<file path="src/rtl/cgs_pkg.sv">
package cgs_pkg;
  typedef enum logic [2:0] {
    ST_INIT    = 3'd0,
    ST_P_ACT   = 3'd1,
    ST_BLANK_N = 3'd2,
    ST_N_ACT   = 3'd3,
    ST_BLANK_P = 3'd4
  } grp_state_e;
endpackage

</file>
<file path="src/rtl/cgs_zc_edge.sv">
module cgs_zc_edge (
  input  logic clk_i,
  input  logic rst_ni,
  input  logic zc_strobe_i,
  input  logic pol_i,
  output logic acc_o,
  output logic acc_pol_o
);
  logic strobe_q;

  always_ff @(posedge clk_i or negedge rst_ni) begin
    if (!rst_ni) strobe_q <= 1'b1;  // a strobe high out of reset is not a fresh edge
    else         strobe_q <= zc_strobe_i;
  end

  assign acc_o     = zc_strobe_i & ~strobe_q;
  assign acc_pol_o = pol_i;

  p_single_accept_r4: assert property (@(posedge clk_i) disable iff (!rst_ni)
    acc_o |=> !acc_o);
endmodule

</file>
<file path="src/rtl/cgs_dead_timer.sv">
module cgs_dead_timer #(
  parameter int CNT_W = 8
) (
  input  logic             clk_i,
  input  logic             rst_ni,
  input  logic             load_i,
  input  logic [CNT_W-1:0] load_val_i,
  input  logic             run_i,
  output logic             done_o
);
  localparam logic [CNT_W-1:0] ONE = CNT_W'(1);

  logic [CNT_W-1:0] cnt_q;

  always_ff @(posedge clk_i or negedge rst_ni) begin
    if (!rst_ni)                   cnt_q <= '0;
    else if (load_i)               cnt_q <= load_val_i;
    else if (run_i && cnt_q > ONE) cnt_q <= cnt_q - ONE;
  end

  // zero and one both end the interval after its first cycle
  assign done_o = (cnt_q <= ONE);

  p_load_sample_r6: assert property (@(posedge clk_i) disable iff (!rst_ni)
    load_i |=> (cnt_q == $past(load_val_i)));

  p_no_wrap_r5: assert property (@(posedge clk_i) disable iff (!rst_ni)
    (!load_i && cnt_q != '0) |=> (cnt_q != '0));
endmodule

</file>
<file path="src/rtl/cgs_group_fsm.sv">
module cgs_group_fsm
  import cgs_pkg::*;
(
  input  logic clk_i,
  input  logic rst_ni,
  input  logic acc_i,
  input  logic acc_pol_i,
  input  logic overlap_i,
  input  logic tmr_done_i,
  output logic load_o,
  output logic run_o,
  output logic en_p_o,
  output logic en_n_o
);
  grp_state_e state_q, state_d;
  logic       ovl_q, ovl_d;
  logic       tgt_q, tgt_d;  // 1 = P follows the interval
  logic       blank;

  assign blank  = (state_q == ST_BLANK_N) || (state_q == ST_BLANK_P);
  assign load_o = acc_i && (((state_q == ST_P_ACT) && !acc_pol_i) ||
                            ((state_q == ST_N_ACT) &&  acc_pol_i));
  assign run_o  = blank;

  always_comb begin
    state_d = state_q;
    ovl_d   = ovl_q;
    tgt_d   = tgt_q;
    unique case (state_q)
      ST_INIT: if (acc_i) state_d = acc_pol_i ? ST_P_ACT : ST_N_ACT;
      ST_P_ACT, ST_N_ACT: begin
        if (load_o) begin
          state_d = acc_pol_i ? ST_BLANK_P : ST_BLANK_N;
          ovl_d   = overlap_i;
          tgt_d   = acc_pol_i;
        end
      end
      ST_BLANK_N, ST_BLANK_P: begin
        if (acc_i) tgt_d = acc_pol_i;
        if (tmr_done_i) state_d = tgt_d ? ST_P_ACT : ST_N_ACT;
      end
      default: state_d = ST_INIT;
    endcase
  end

  always_ff @(posedge clk_i or negedge rst_ni) begin
    if (!rst_ni) begin
      state_q <= ST_INIT;
      ovl_q   <= 1'b0;
      tgt_q   <= 1'b0;
    end else begin
      state_q <= state_d;
      ovl_q   <= ovl_d;
      tgt_q   <= tgt_d;
    end
  end

  assign en_p_o = (state_q == ST_P_ACT) || (blank && ovl_q);
  assign en_n_o = (state_q == ST_N_ACT) || (blank && ovl_q);

  p_one_group_r10: assert property (@(posedge clk_i) disable iff (!rst_ni)
    (en_p_o && en_n_o) |-> ovl_q);

  p_change_on_event_r3: assert property (@(posedge clk_i) disable iff (!rst_ni)
    (state_q != $past(state_q)) |-> $past(acc_i || tmr_done_i));

  p_first_direct_r1: assert property (@(posedge clk_i) disable iff (!rst_ni)
    (state_q == ST_INIT && acc_i) |=> (en_p_o == $past(acc_pol_i)) && (en_n_o == !$past(acc_pol_i)));

  p_mode_hold_r9: assert property (@(posedge clk_i) disable iff (!rst_ni)
    (blank && !load_o && !(tmr_done_i)) |=> $stable(ovl_q));
endmodule

</file>
<file path="src/rtl/conv_group_sel.sv">
module conv_group_sel #(
  parameter int CNT_W = 8
) (
  input  logic             clk_i,
  input  logic             rst_ni,
  input  logic             pol_i,
  input  logic             zc_strobe_i,
  input  logic [CNT_W-1:0] dead_cnt_i,
  input  logic             overlap_i,
  output logic             en_p_o,
  output logic             en_n_o
);
  logic acc, acc_pol, load, run, tmr_done;

  cgs_zc_edge i_zc_edge (
    .clk_i       (clk_i),
    .rst_ni      (rst_ni),
    .zc_strobe_i (zc_strobe_i),
    .pol_i       (pol_i),
    .acc_o       (acc),
    .acc_pol_o   (acc_pol)
  );

  cgs_dead_timer #(.CNT_W(CNT_W)) i_dead_timer (
    .clk_i      (clk_i),
    .rst_ni     (rst_ni),
    .load_i     (load),
    .load_val_i (dead_cnt_i),
    .run_i      (run),
    .done_o     (tmr_done)
  );

  cgs_group_fsm i_group_fsm (
    .clk_i      (clk_i),
    .rst_ni     (rst_ni),
    .acc_i      (acc),
    .acc_pol_i  (acc_pol),
    .overlap_i  (overlap_i),
    .tmr_done_i (tmr_done),
    .load_o     (load),
    .run_o      (run),
    .en_p_o     (en_p_o),
    .en_n_o     (en_n_o)
  );

  p_blank_low_r5: assert property (@(posedge clk_i) disable iff (!rst_ni)
    (load && !overlap_i) |=> (!en_p_o && !en_n_o));

  p_overlap_on_r8: assert property (@(posedge clk_i) disable iff (!rst_ni)
    (load && overlap_i) |=> (en_p_o && en_n_o));
endmodule

</file>
<file path="config.mk">
export PLATFORM = sky130hd
export DESIGN_NAME = conv_group_sel
export DESIGN_NICKNAME = d
export VERILOG_FILES = /design/src/rtl/cgs_pkg.sv /design/src/rtl/cgs_zc_edge.sv /design/src/rtl/cgs_dead_timer.sv /design/src/rtl/cgs_group_fsm.sv /design/src/rtl/conv_group_sel.sv
export SDC_FILE = /design/constraint.sdc
export NUM_CORES = 1
export LEC_CHECK = 0
export BUFFER_PORTS_ARGS = -buffer_cell sky130_fd_sc_hd__buf_2
export CORE_MARGIN = 2
export CORE_UTILIZATION = 59
export DETAILED_ROUTE_END_ITERATION = 16
export PLACE_DENSITY_LB_ADDON = 0.2
export SYNTH_ARGS = -nofsm -noshare
export SYNTH_HDL_FRONTEND = slang
export SYNTH_HIERARCHICAL = 1
export SYNTH_SLANG_ARGS = --single-unit
</file>
<file path="constraint.sdc">
create_clock -name clk_i -period 3.1 [get_ports clk_i]
set_input_delay 0.62 -clock clk_i [delete_from_list [all_inputs] [get_ports clk_i]]
set_output_delay 0.62 -clock clk_i [all_outputs]
set_load 0.02 [all_outputs]
</file>
# Yosys cells after proc, flatten, opt, wreduce, memory -nomap -nowiden
# Cells that the tools add are included.
dict set report word_totals {
  reg_bits 14
  latch_bits 0
  ramBits 0
  romBits 0
  inputBits 13
  out_inout_bits 2
  elab_cells 48
  memories 0
}
dict set report classes {
  n_addsub 1
  mul 0
  div_mod_pow 0
  n_lt_le_gt_ge 2
  eq_ne 7
  shift 0
  n_mux 13
  n_bitwise 2
  n_reduce_logical 18
}
# operator count
set op_table {}
lappend op_table {{8-bit two-way mux} 2}
lappend op_table {{3-bit two-way mux} 4}
lappend op_table {{3-bit case mux with 3 select lines} 1}
lappend op_table {{8-bit by 1-bit greater-than comparator with 1-bit output, second input constant} 1}
lappend op_table {{8-bit by 1-bit <= comparator with 1-bit output, second input constant} 1}
lappend op_table {{8-bit by 1-bit subtractor with 8-bit output, second input constant} 1}
lappend op_table {{3-bit by 2-bit == test with 1-bit output, second input constant} 2}
lappend op_table {{1-bit logical AND} 5}
lappend op_table {{1-bit logical OR} 4}
lappend op_table {{2-bit two-way mux} 2}
lappend op_table {{2-bit != test, second input constant} 2}
lappend op_table {{2-bit AND reduction} 2}
lappend op_table {{2-bit nonzero test} 2}
lappend op_table {{2-bit OR reduction} 2}
lappend op_table {{3-bit by 1-bit == test with 1-bit output, second input constant} 1}
lappend op_table {{3-bit == test, second input constant} 1}
lappend op_table {{3-bit zero test} 1}
lappend op_table {{1-bit two-way mux} 3}
lappend op_table {{3-bit AND reduction} 1}
lappend op_table {{2-bit by 1-bit != test with 1-bit output, second input constant} 1}
lappend op_table {{1-bit case mux with 2 select lines} 1}
lappend op_table {{1-bit bitwise AND} 1}
lappend op_table {{1-bit zero test} 1}
lappend op_table {{1-bit inverter} 1}

# Logic depth before layout (Yosys ltp)
# Gate-level depths: netlist of run 1.
dict set report depth {
  ltp_word 7
  depth_mapped 8
  mapped_depth_nobuf 8
}

# Hierarchy
# Netlist of run 1, hierarchy kept.
# module n_inst cells_each area_each_um2 seq_area_each_um2
set modules_own_cells {}
lappend modules_own_cells {cgs_dead_timer 1 57 529.3 200.2}
lappend modules_own_cells {cgs_group_fsm 1 55 449.2 125.1}
lappend modules_own_cells {cgs_zc_edge 1 3 47.5 26.3}

# Worst setup path after synthesis of run 1
# No wires, ideal clock.
dict set report synth_timing {
  path_type {flip-flop to flip-flop}
  from {register i_dead_timer.cnt_q[5]}
  to {register i_group_fsm.state_q[1]}
  setup_time_ns 0.125
  t_arrival_ns 1.937
  required_ns 2.975
  slack_ns 1.038
  stages_incl_launch_ff 7
  path_buffers 0
  synth_period_minus_slack_ns 2.062
  cell_sequence {dfrtp_1 or4_4 nor3_1 mux2i_1 a32oi_1 o22ai_1 mux2_4}
}
dict set report synth_between {
  elab_chain_len 3
}
# item line
set synth_rtl {}
lappend synth_rtl {{from (decl)} cgs_dead_timer.sv:13} ;# logic [CNT_W-1:0] cnt_q;
lappend synth_rtl {{from (signal assigned)} cgs_dead_timer.sv:17} ;# else if (load_i) cnt_q <= load_val_i;
lappend synth_rtl {{from (signal assigned)} cgs_dead_timer.sv:18} ;# else if (run_i && cnt_q > ONE) cnt_q <= cnt_q - ONE;
lappend synth_rtl {{8-bit by 1-bit <= comparator with 1-bit output} cgs_dead_timer.sv:22} ;# assign done_o = (cnt_q <= ONE);
lappend synth_rtl {{named net tmr_done} conv_group_sel.sv:13} ;# logic acc, acc_pol, load, run, tmr_done;
lappend synth_rtl {{2-bit != test (no source line)} n/a}
lappend synth_rtl {{3-bit AND reduction (no source line)} n/a}
lappend synth_rtl {{to (signal assigned)} cgs_group_fsm.sv:52} ;# state_q <= state_d;
lappend synth_rtl {{to (decl)} cgs_group_fsm.sv:15} ;# grp_state_e state_q, state_d;
# The timed path passes the listed nets, and every way through them passes these cells.
# A chain may end at the register's enable or synchronous reset.

# Final worst setup path of run 1
dict set report layout_timing {
  from {register i_group_fsm.state_q[0]}
  to {output port en_p_o}
}
dict set report layout_between {
  elab_chain_len 4
  word_cells_on_any_way 6
  cone_classes {3 x eq/ne; 3 x reduce/logical}
}
# item line
set layout_rtl {}
lappend layout_rtl {{3-bit by 2-bit == test with 1-bit output or 3-bit == test (tied branches)} cgs_group_fsm.sv:20} ;# assign blank = (state_q == ST_BLANK_N) || (state_q == ST_BLANK_P);
lappend layout_rtl {{1-bit logical OR} cgs_group_fsm.sv:20}
lappend layout_rtl {{1-bit logical AND} cgs_group_fsm.sv:58} ;# assign en_p_o = (state_q == ST_P_ACT) || (blank && ovl_q);
lappend layout_rtl {{1-bit logical OR (*)} cgs_group_fsm.sv:58}
lappend layout_rtl {{to (decl)} conv_group_sel.sv:10} ;# output logic en_p_o,
# Mark *: on every way between the ends. The rest lies on a longest branch, timed or not.

==> impl_metrics.yaml, run 1 <==
detailed_routing:
  drcViolationCount: 0
  vias: 835
  ant_nets: 0
  vias_per_cell: 5.84
  drtPass1Iterations: 4
  routedWlPerCell_um: 13.8
  drt-total-wl_um: 1970
  drt_iter0_markers: 18
cells_and_area:
  nNetsFinal: 142
  layout-drive-gt1-share_pct: 22.2
  n_antenna_cell: 0
  fill_cells: 143
  fin_area_mm2: 0.00111
  area_growth_pct: 8.05
  fin_util_pct: 65.6
critical_path:
  cp-end-kind: "primary output"
  crit_arrival_ns: 1.62
  slowest_stage: "dfrtp_1"
  reg2reg_from: "i_dead_timer/cnt_q[5]$_DFFE_PN0P_"
  crit_chain: "inv_1 > o21a_1 > o21ai_0 > buf_2"
  regToRegEndpoint: "i_group_fsm/state_q[1]$_DFFE_PN0P_"
  path_class: "reg -> out"
  reg2reg_depth: 6
  cp_slowest_stage_delay_ns: 0.60
  critPathLaunchType: "flop"
  worst_ep_required_time_ns: 2.48
  path_max_fanout: 13
  reg2reg_slack_ns: 0.87
clocking:
  clk_path_buf_depth: 2
  clk_latency_ns: 0.29
  postCtsHoldBufs: 0
  cts_num_sinks: 14
  postCtsSetupBuffers: 0
  clk_pin_slew_worst_paths_ns: 0.08
  cts_tree: "built"
  cts-resized-gates: 0
  numCtsBuffers: 3
  ctsHtreeMaxLevel: 1
  ctsRootBufferMaster: "clkbuf_4"
synthesis:
  synth.most_common_cell: "nand2_1"
  synth_commonest_cells: "nand2_1 (14), dfrtp_1 (13), o21ai_0 (9)"
  yosysUniqueCellTypes: 44
  yosysWarnings: 6
  ys_async_sr_fraction_pct: 100
  synth_seq_area_share_pct: 34.3
  netlist_instances: 115
  synth_flop_cell: "dfrtp_1"
  syn-num-nets: 130
  ys_seq_elements: 14
  ys_top_cells_by_area: "dfrtp_1 (32%), nand2_1 (5.1%), o21ai_0 (4.4%)"
  synth.avg_cell_area_um2: 8.92
  synth_top_area_share_pct: 31.7
  synth-edff-count: 0
  synth_top_cell_by_area: "dfrtp_1"
  syn_area_mm2: 0.00103
grt:
  grt_pass1_vias: 773
  overflow: 0
  antenna_found_initial: 0
  grt_pass1_wl_um: 3350
  grt_max_degree: 21
  grt_use_total_pct: 22.7
sta:
  tns_ns: 0
  slew_violations: 0
  relSlewSlack_pct: 59.6
  finalSetupViolCount: 0
  finalCritPeriodShare_pct: 72.3
  tightest_slew_ns: 0.606
  fin_worst_skew_ns: 0.000394
  timing.fmax_mhz: 446
  min_period_ns: 2.24
  rsz0062_at_grt: "false"
  whs_ns: 0.215
  hold_viol: 0
place:
  postPlaceCellArea_mm2: 0.00107
  hpwl_um: 1400
  io_buffers: 14
  gp_congestion: 0.816
die:
  std_cell_rows: 15
  pin_count: 15
  coreArea_mm2: 0.00169
  die_h_um: 45.7
  dieArea_mm2: 0.00209
  fp.dieW_um: 45.7
  initial_core_util_pct: 60.7
power:
  cellPowerDensity_mw_per_mm2: 908
  peakVddDrop_mv: 0.511
  p_leak_uw: 0.000453
flow_run:
  max_cap_violations: 0
outcome:
  status: "finished clean"
hold_path:
  min_path_type: "in -> async"
==> layout make-up <==
class	instances	area [um2]	area share [%]
Clock buffer	4	36.3	3.27
Inverter	4	15.0	1.35
Multi-Input combinational cell	89	607	54.7
Sequential cell	14	352	31.7
Tap cell	17	21.3	1.92
Timing Repair Buffer	15	77.6	7.00
==> power breakdown <==
part / switching, uW / internal, uW
combinational: 252 / 219
clock: 61.1 / 71.6
sequential: 137 / 265
==> logic make-up (layout without fill, tap and decap cells) <==
| group | count (synthesis) | after routing | synth area share (%) |
|---|---|---|---|
| AOI/OAI and AO/OA | 31 | 31 | 21.8 |
| muxes | 5 | 5 | 5.49 |
| DFF | 14 | 14 | 34.3 |
| buffers and inverters | 12 | 23 | 6.58 |
| and+or+nand+nor | 45 | 45 | 24.3 |
| xor gates and xnor gates | 6 | 6 | 5.12 |
| adders and majority gates | 2 | 2 | 2.44 |
==> stage by stage <==
step	power, uW	cells	worst slack [ns]
3_3_place_gp	853	139	0.971
4_1_cts	1010	143	0.827
6_report	1010	143	0.859
3_5_place_dp	874	139	0.882
2_1_floorplan	780	115	1.04
5_1_grt	1090	143	0.683
==> worst max path at each step <==
| stage | from | to | slack, ns | cells past startpoint |
|---|---|---|---|---|
| 2_1_floorplan | i_dead_timer/cnt_q[5]$_DFFE_PN0P_ | i_group_fsm/state_q[1]$_DFFE_PN0P_ | 1.04 | 6 |
| 3_3_place_gp | i_dead_timer/cnt_q[5]$_DFFE_PN0P_ | i_group_fsm/state_q[1]$_DFFE_PN0P_ | 0.97 | 6 |
| 3_5_place_dp | i_dead_timer/cnt_q[5]$_DFFE_PN0P_ | i_group_fsm/state_q[1]$_DFFE_PN0P_ | 0.88 | 6 |
| 4_1_cts | i_group_fsm/state_q[0]$_DFFE_PN0P_ | en_p_o | 0.83 | 4 |
| 5_1_grt | i_dead_timer/cnt_q[5]$_DFFE_PN0P_ | i_group_fsm/state_q[1]$_DFFE_PN0P_ | 0.68 | 6 |
| 6_report | i_group_fsm/state_q[0]$_DFFE_PN0P_ | en_p_o | 0.86 | 4 |
==> critical path, delay by kind of cell (launching register included) <==
family | cells | cell delay, ns
AO/OA/AOI/OAI | 2 | 0.35
flip-flops | 1 | 0.60
buffers and inverters | 2 | 0.39
==> cells in the final DEF, fill, tap and decap left out, drive strengths merged, types with 2 or more instances in the layout <==
cell type | netlist | final
a21oi | 2 | 2
mux2i | 3 | 3
dfrtp | 13 | 13
o211ai | 2 | 2
o311ai | 2 | 2
inv | 4 | 4
mux2 | 2 | 2
ha | 2 | 2
nand3 | 5 | 5
o21ai | 13 | 13
nor2b | 4 | 4
nor2 | 6 | 6
o22ai | 3 | 3
or4 | 4 | 4
nand2 | 14 | 14
xor2 | 5 | 5
nor3 | 2 | 2
buf | 6 | 15
a32oi | 3 | 3
nand2b | 3 | 3
clkbuf | 2 | 4
==> sequential cells by signal (all words and copies together), names as in the netlist <==
| name | count |
|---|---|
| i_group_fsm/ovl_q | 1 |
| i_group_fsm/tgt_q | 1 |
| i_zc_edge/strobe_q | 1 |
| i_dead_timer/cnt_q | 8 |
| i_group_fsm/state_q | 3 |
==> routing by layer <==
metal,routed length [um],global-route usage [%],vias up
met4,40,13.7,0
met2,955,36.3,14
met3,48,2.38,4
met1,929,29.4,375
met5,0,0,-
li1,-,-,442
No activity file was read; power rests on OpenSTA's default activity.
==> inputs of run 2 (changes only) <==
--- a/config.mk
+++ b/config.mk
@@ -7,7 +7,7 @@
 export LEC_CHECK = 0
 export BUFFER_PORTS_ARGS = -buffer_cell sky130_fd_sc_hd__buf_2
 export CORE_MARGIN = 2
-export CORE_UTILIZATION = 59
+export CORE_UTILIZATION = 55
 export DETAILED_ROUTE_END_ITERATION = 16
 export PLACE_DENSITY_LB_ADDON = 0.2
 export SYNTH_ARGS = -nofsm -noshare
==> constraint.sdc (replaced) <==
create_clock -name clk_i -period 2.25 [get_ports clk_i]
set_input_delay 0.45 -clock clk_i [delete_from_list [all_inputs] [get_ports clk_i]]
set_output_delay 0.45 -clock clk_i [all_outputs]
set_load 0.02 [all_outputs]
==> impl_metrics.yaml, run 2 (same netlist as run 1, synthesis figures left out) <==
grt:
  grt_pass1_vias: 777
  grt_pass1_wl_um: 3430
  grt_max_degree: 19
  antenna_found_initial: 0
  overflow: 0
  grt_use_total_pct: 22.0
critical_path:
  crit_arrival_ns: 2.33
  slowest_stage: "or4_4"
  path_max_fanout: 5
  crit_chain: "or4_4 > nor3_1 > mux2i_1 > a32oi_1 > o22ai_1 > mux2_4"
  cp_slowest_stage_delay_ns: 0.59
  cp-end-kind: "flop"
  worst_ep_required_time_ns: 2.42
  path_class: "reg -> reg"
  critPathLaunchType: "flop"
detailed_routing:
  routedWlPerCell_um: 13.7
  drt_iter0_markers: 22
  ant_nets: 0
  drcViolationCount: 0
  vias_per_cell: 5.75
  drt-total-wl_um: 2100
  vias: 886
  drtPass1Iterations: 4
die:
  fp.dieW_um: 47.2
  dieArea_mm2: 0.00223
  pin_count: 15
  die_h_um: 47.2
  std_cell_rows: 15
  coreArea_mm2: 0.00175
  initial_core_util_pct: 58.8
sta:
  tightest_slew_ns: 0.459
  whs_ns: 0.0493
  relSlewSlack_pct: 69.4
  finalSetupViolCount: 0
  min_period_ns: 2.16
  hold_viol: 0
  slew_violations: 0
  finalCritPeriodShare_pct: 95.8
  tns_ns: 0
  fin_worst_skew_ns: 0.0124
  rsz0062_at_grt: "false"
  timing.fmax_mhz: 464
  setup_ws_ns: 0.0941
cells_and_area:
  largest_reg_flops: 8
  layout-drive-gt1-share_pct: 23.3
  area_growth_pct: 11.5
  nNetsFinal: 145
  n_antenna_cell: 0
  fill_cells: 156
  top_register: "i_dead_timer/cnt_q"
  seqCellArea_um2: 352
  largest_registers: "i_dead_timer/cnt_q: 8 flops, i_group_fsm/state_q: 3 flops"
  mostFrequentLayoutCells: "nand2_1 (14), buf_2 (14), dfrtp_1 (13)"
  multi_input_area_um2: 607
  fin_area_mm2: 0.00114
clocking:
  clk_pin_slew_worst_paths_ns: 0.09
  postCtsHoldBufs: 0
  cts_num_sinks: 14
  ctsHtreeMaxLevel: 1
  cts-resized-gates: 0
  clk_path_buf_depth: 2
  postCtsSetupBuffers: 0
  cts_tree: "built"
  ctsRootBufferMaster: "clkbuf_4"
  numCtsBuffers: 3
  clk_latency_ns: 0.28
power:
  p_leak_uw: 0.000465
  cellPowerDensity_mw_per_mm2: 1230
  peakVddDrop_mv: 0.600
place:
  hpwl_um: 1570
  io_buffers: 14
  postPlaceCellArea_mm2: 0.00112
  pre_cts_slack_ns: 0.125
  gp_congestion: 0.859
flow_run:
  max_cap_violations: 0
outcome:
  status: "finished clean"
hold_path:
  min_path_type: "in -> async"
-- run 2: changes by cell type in the layout (fill, tap and decap cells not counted), sizes merged --
cell and delta:
buf +3
-- run 2: path summary, 6_finish.rpt --
path                                              startpoint                                  to  slack, ns  cells past startpoint
max                        i_dead_timer/cnt_q[5]$_DFFE_PN0P_  i_group_fsm/state_q[1]$_DFFE_PN0P_       0.09                      6
min                                                   rst_ni       i_group_fsm/ovl_q$_DFFE_PN0P_       0.05                      1
max reg2reg                i_dead_timer/cnt_q[5]$_DFFE_PN0P_  i_group_fsm/state_q[1]$_DFFE_PN0P_       0.09                      6
min reg2reg                    i_group_fsm/ovl_q$_DFFE_PN0P_       i_group_fsm/ovl_q$_DFFE_PN0P_       0.58                      1
max in group asynchronous                             rst_ni        i_zc_edge/strobe_q$_DFF_PN1_       1.89                      1
min in group clk_i                               zc_strobe_i        i_zc_edge/strobe_q$_DFF_PN1_       0.29                      1
-- run 2: layer usage --
layer | vias to the layer above | share of wire (%) | global-route usage, % | routed length (um)
met3 | 2 | 4.2 | 5.77 | 89
met2 | 19 | 49 | 35.6 | 1030
li1 | 451 | - | - | -
met4 | 0 | 0.57 | 5.56 | 12
met5 | - | 0 | 0 | 0
met1 | 414 | 46 | 29.3 | 973
-- run 2: layout make-up --
cell class                 instances  share of cell area [%]
multi-input combinational         89                    53.1
sequential                        14                    30.7
timing repair buffer              18                    9.85
tap                               25                    2.74
clock buffer                       4                    2.30
inverter                           4                    1.31
-- run 2: worst max-delay path, delay by kind of cell (launching register included) --
family	cells	cell delay [ns]
AND/OR/NAND/NOR	2	0.89
multiplexers	2	0.45
flip-flops	1	0.40
AO/OA/AOI/OAI	2	0.31
-- run 2: power by group --
group | switching, uW | total, uW | internal, uW
combinational | 371 | 709 | 338
clock | 77.2 | 146 | 68.8
sequential | 192 | 556 | 365
-- run 2: per-stage QoR --
step,std cells,utilization (%),total power (uW)
finish,154,65.5,1410
global route,154,65.5,1530
CTS,154,65.5,1420
global placement,150,64.0,1220
detailed placement,150,64.0,1260
floorplan,115,-,1070
==> inputs of run 3 (changes only) <==
--- a/config.mk
+++ b/config.mk
@@ -6,10 +6,13 @@
 export NUM_CORES = 1
 export LEC_CHECK = 0
 export BUFFER_PORTS_ARGS = -buffer_cell sky130_fd_sc_hd__buf_2
+export CORE_ASPECT_RATIO = 1.2
 export CORE_MARGIN = 2
 export CORE_UTILIZATION = 55
 export DETAILED_ROUTE_END_ITERATION = 16
+export MAX_ROUTING_LAYER = met4
 export PLACE_DENSITY_LB_ADDON = 0.2
+export SETUP_SLACK_MARGIN = 0.05
 export SYNTH_ARGS = -nofsm -noshare
 export SYNTH_HDL_FRONTEND = slang
 export SYNTH_HIERARCHICAL = 1
==> impl_metrics.yaml, run 3 (same netlist as run 1, synthesis figures left out) <==
outcome:
  status: "finished clean"
grt:
  antenna_found_initial: 0
  grt_pass1_vias: 847
  grt_use_total_pct: 22.2
  grt_pass1_wl_um: 3640
  grt_max_degree: 16
  overflow: 0
die:
  die_h_um: 51.3
  pin_count: 15
  initial_core_util_pct: 56.7
  std_cell_rows: 17
  fp.dieW_um: 43.4
  dieArea_mm2: 0.00223
  coreArea_mm2: 0.00181
cells_and_area:
  multi_input_area_um2: 612
  area_growth_pct: 11.8
  seqCellArea_um2: 353
  fill_cells: 150
  layout-drive-gt1-share_pct: 26.2
  n_antenna_cell: 0
  largest_reg_flops: 8
  finalNonFillerCells: 149
  mostFrequentLayoutCells: "nand2_1 (14), buf_2 (14), dfrtp_1 (12)"
  nNetsFinal: 146
  largest_registers: "i_dead_timer/cnt_q: 8 flops, i_group_fsm/state_q: 3 flops"
  top_register: "i_dead_timer/cnt_q"
critical_path:
  crit_family: "flip-flops"
  path_max_fanout: 13
  slowest_stage: "dfrtp_1"
  path_class: "reg -> out"
  path_buf_inv: 2
  crit_arrival_ns: 1.59
  cp_slowest_stage_delay_ns: 0.60
  worst_ep_required_time_ns: 1.80
  crit_chain: "inv_1 > o21a_1 > o21ai_0 > buf_2"
  critPathLaunchType: "flop"
  cp-end-kind: "primary output"
flow_run:
  max_cap_violations: 0
clocking:
  cts_tree: "built"
  ctsHtreeMaxLevel: 1
  cts_num_sinks: 14
  numCtsBuffers: 3
  clk_latency_ns: 0.28
  postCtsHoldBufs: 0
  clk_path_buf_depth: 2
  ctsRootBufferMaster: "clkbuf_4"
  clk_pin_slew_worst_paths_ns: 0.09
  postCtsSetupBuffers: 0
sta:
  min_period_ns: 2.04
  finalCritPeriodShare_pct: 90.9
  hold_viol: 0
  fin_worst_skew_ns: 0.00383
  tightest_slew_ns: 0.405
  finalSetupViolCount: 0
  slew_violations: 0
  timing.fmax_mhz: 489
  relSlewSlack_pct: 73.0
  tns_ns: 0
  rsz0062_at_grt: "false"
power:
  peakVddDrop_mv: 0.711
  p_leak_uw: 0.000473
  cellPowerDensity_mw_per_mm2: 1250
detailed_routing:
  vias_per_cell: 6.04
  drt-total-wl_um: 2100
  drt_iter0_markers: 20
  ant_nets: 0
  drtPass1Iterations: 4
  vias: 900
  drcViolationCount: 0
  routedWlPerCell_um: 14.1
place:
  hpwl_um: 1500
  gp_congestion: 0.860
  io_buffers: 14
  place_inst: 145
hold_path:
  min_path_type: "in -> async"
-- run 3: cell types whose count changed in the layout (fill, tap and decap cells not counted) --
cell      before  now
buf_12         1    0
buf_4          3    5
clkbuf_1       1    0
clkbuf_8       0    1
dfrtp_1       13   12
dfrtp_2        0    1
nor3_1         1    0
nor3_2         1    2
-- run 3: metrics by stage --
step           util (%)  setup slack [ns]  hold slack [ns]  total power (uW)  area, um2
4_1_cts            63.1             0.167           0.0516              1440       1140
2_1_floorplan         -             0.188            0.154              1070       1030
5_1_grt            63.5            0.0619           0.0684              1570       1150
3_5_place_dp       61.1             0.190            0.367              1240       1100
6_report           63.5             0.205           0.0517              1440       1150
3_3_place_gp       61.1             0.248            0.366              1220       1100
-- run 3: worst register-to-register path, stage by stage, from the launching register on --
cell     delay, ns
dfrtp_1       0.42
or4_4         0.60
nor3_2        0.20
mux2i_1       0.09
a32oi_1       0.17
o22ai_1       0.12
mux2_4        0.31
-- run 3: path summary, 6_finish.rpt --
path,startpoint,endpoint,slack [ns],depth (start not counted)
min reg2reg,i_group_fsm/tgt_q$_DFFE_PN0P_,i_group_fsm/tgt_q$_DFFE_PN0P_,0.57,2
min in group clk_i,zc_strobe_i,i_zc_edge/strobe_q$_DFF_PN1_,0.27,1
max in group asynchronous,rst_ni,i_zc_edge/strobe_q$_DFF_PN1_,1.90,1
max reg2reg,i_dead_timer/cnt_q[5]$_DFFE_PN0P_,i_group_fsm/state_q[1]$_DFFE_PN0P_,0.23,6
min,rst_ni,i_dead_timer/cnt_q[3]$_DFFE_PN0P_,0.05,1
max,i_group_fsm/state_q[0]$_DFFE_PN0P_,en_p_o,0.21,4
-- run 3: repair_timing --
item	in CTS	in global routing
gates resized for setup	0	2
endpoints found under the hold margin	0	0
setup endpoints to repair	0	2
-- run 3: layout make-up --
| type | instances | share of cell area [%] |
|---|---|---|
| clock buffers | 4 | 3.16 |
| flip-flops and latches | 14 | 30.8 |
| inverters | 4 | 1.31 |
| well taps | 19 | 2.07 |
| multi-input cells | 89 | 53.3 |
| repair buffers | 19 | 9.38 |
-- run 3: report_power, final --
part           total (uW)  switching, uW  internal [uW]
combinational         696            361            335
clock                 182           84.1           98.4
sequential            561            194            367
-- run 3: per-layer routing --
layer	track usage (%)	part of all wire [%]	vias to the layer above
met2	37.8	52	9
li1	-	-	446
met3	3.18	1.8	2
met4	8.08	0.57	0
met5	-	0	-
met1	26.4	46	443
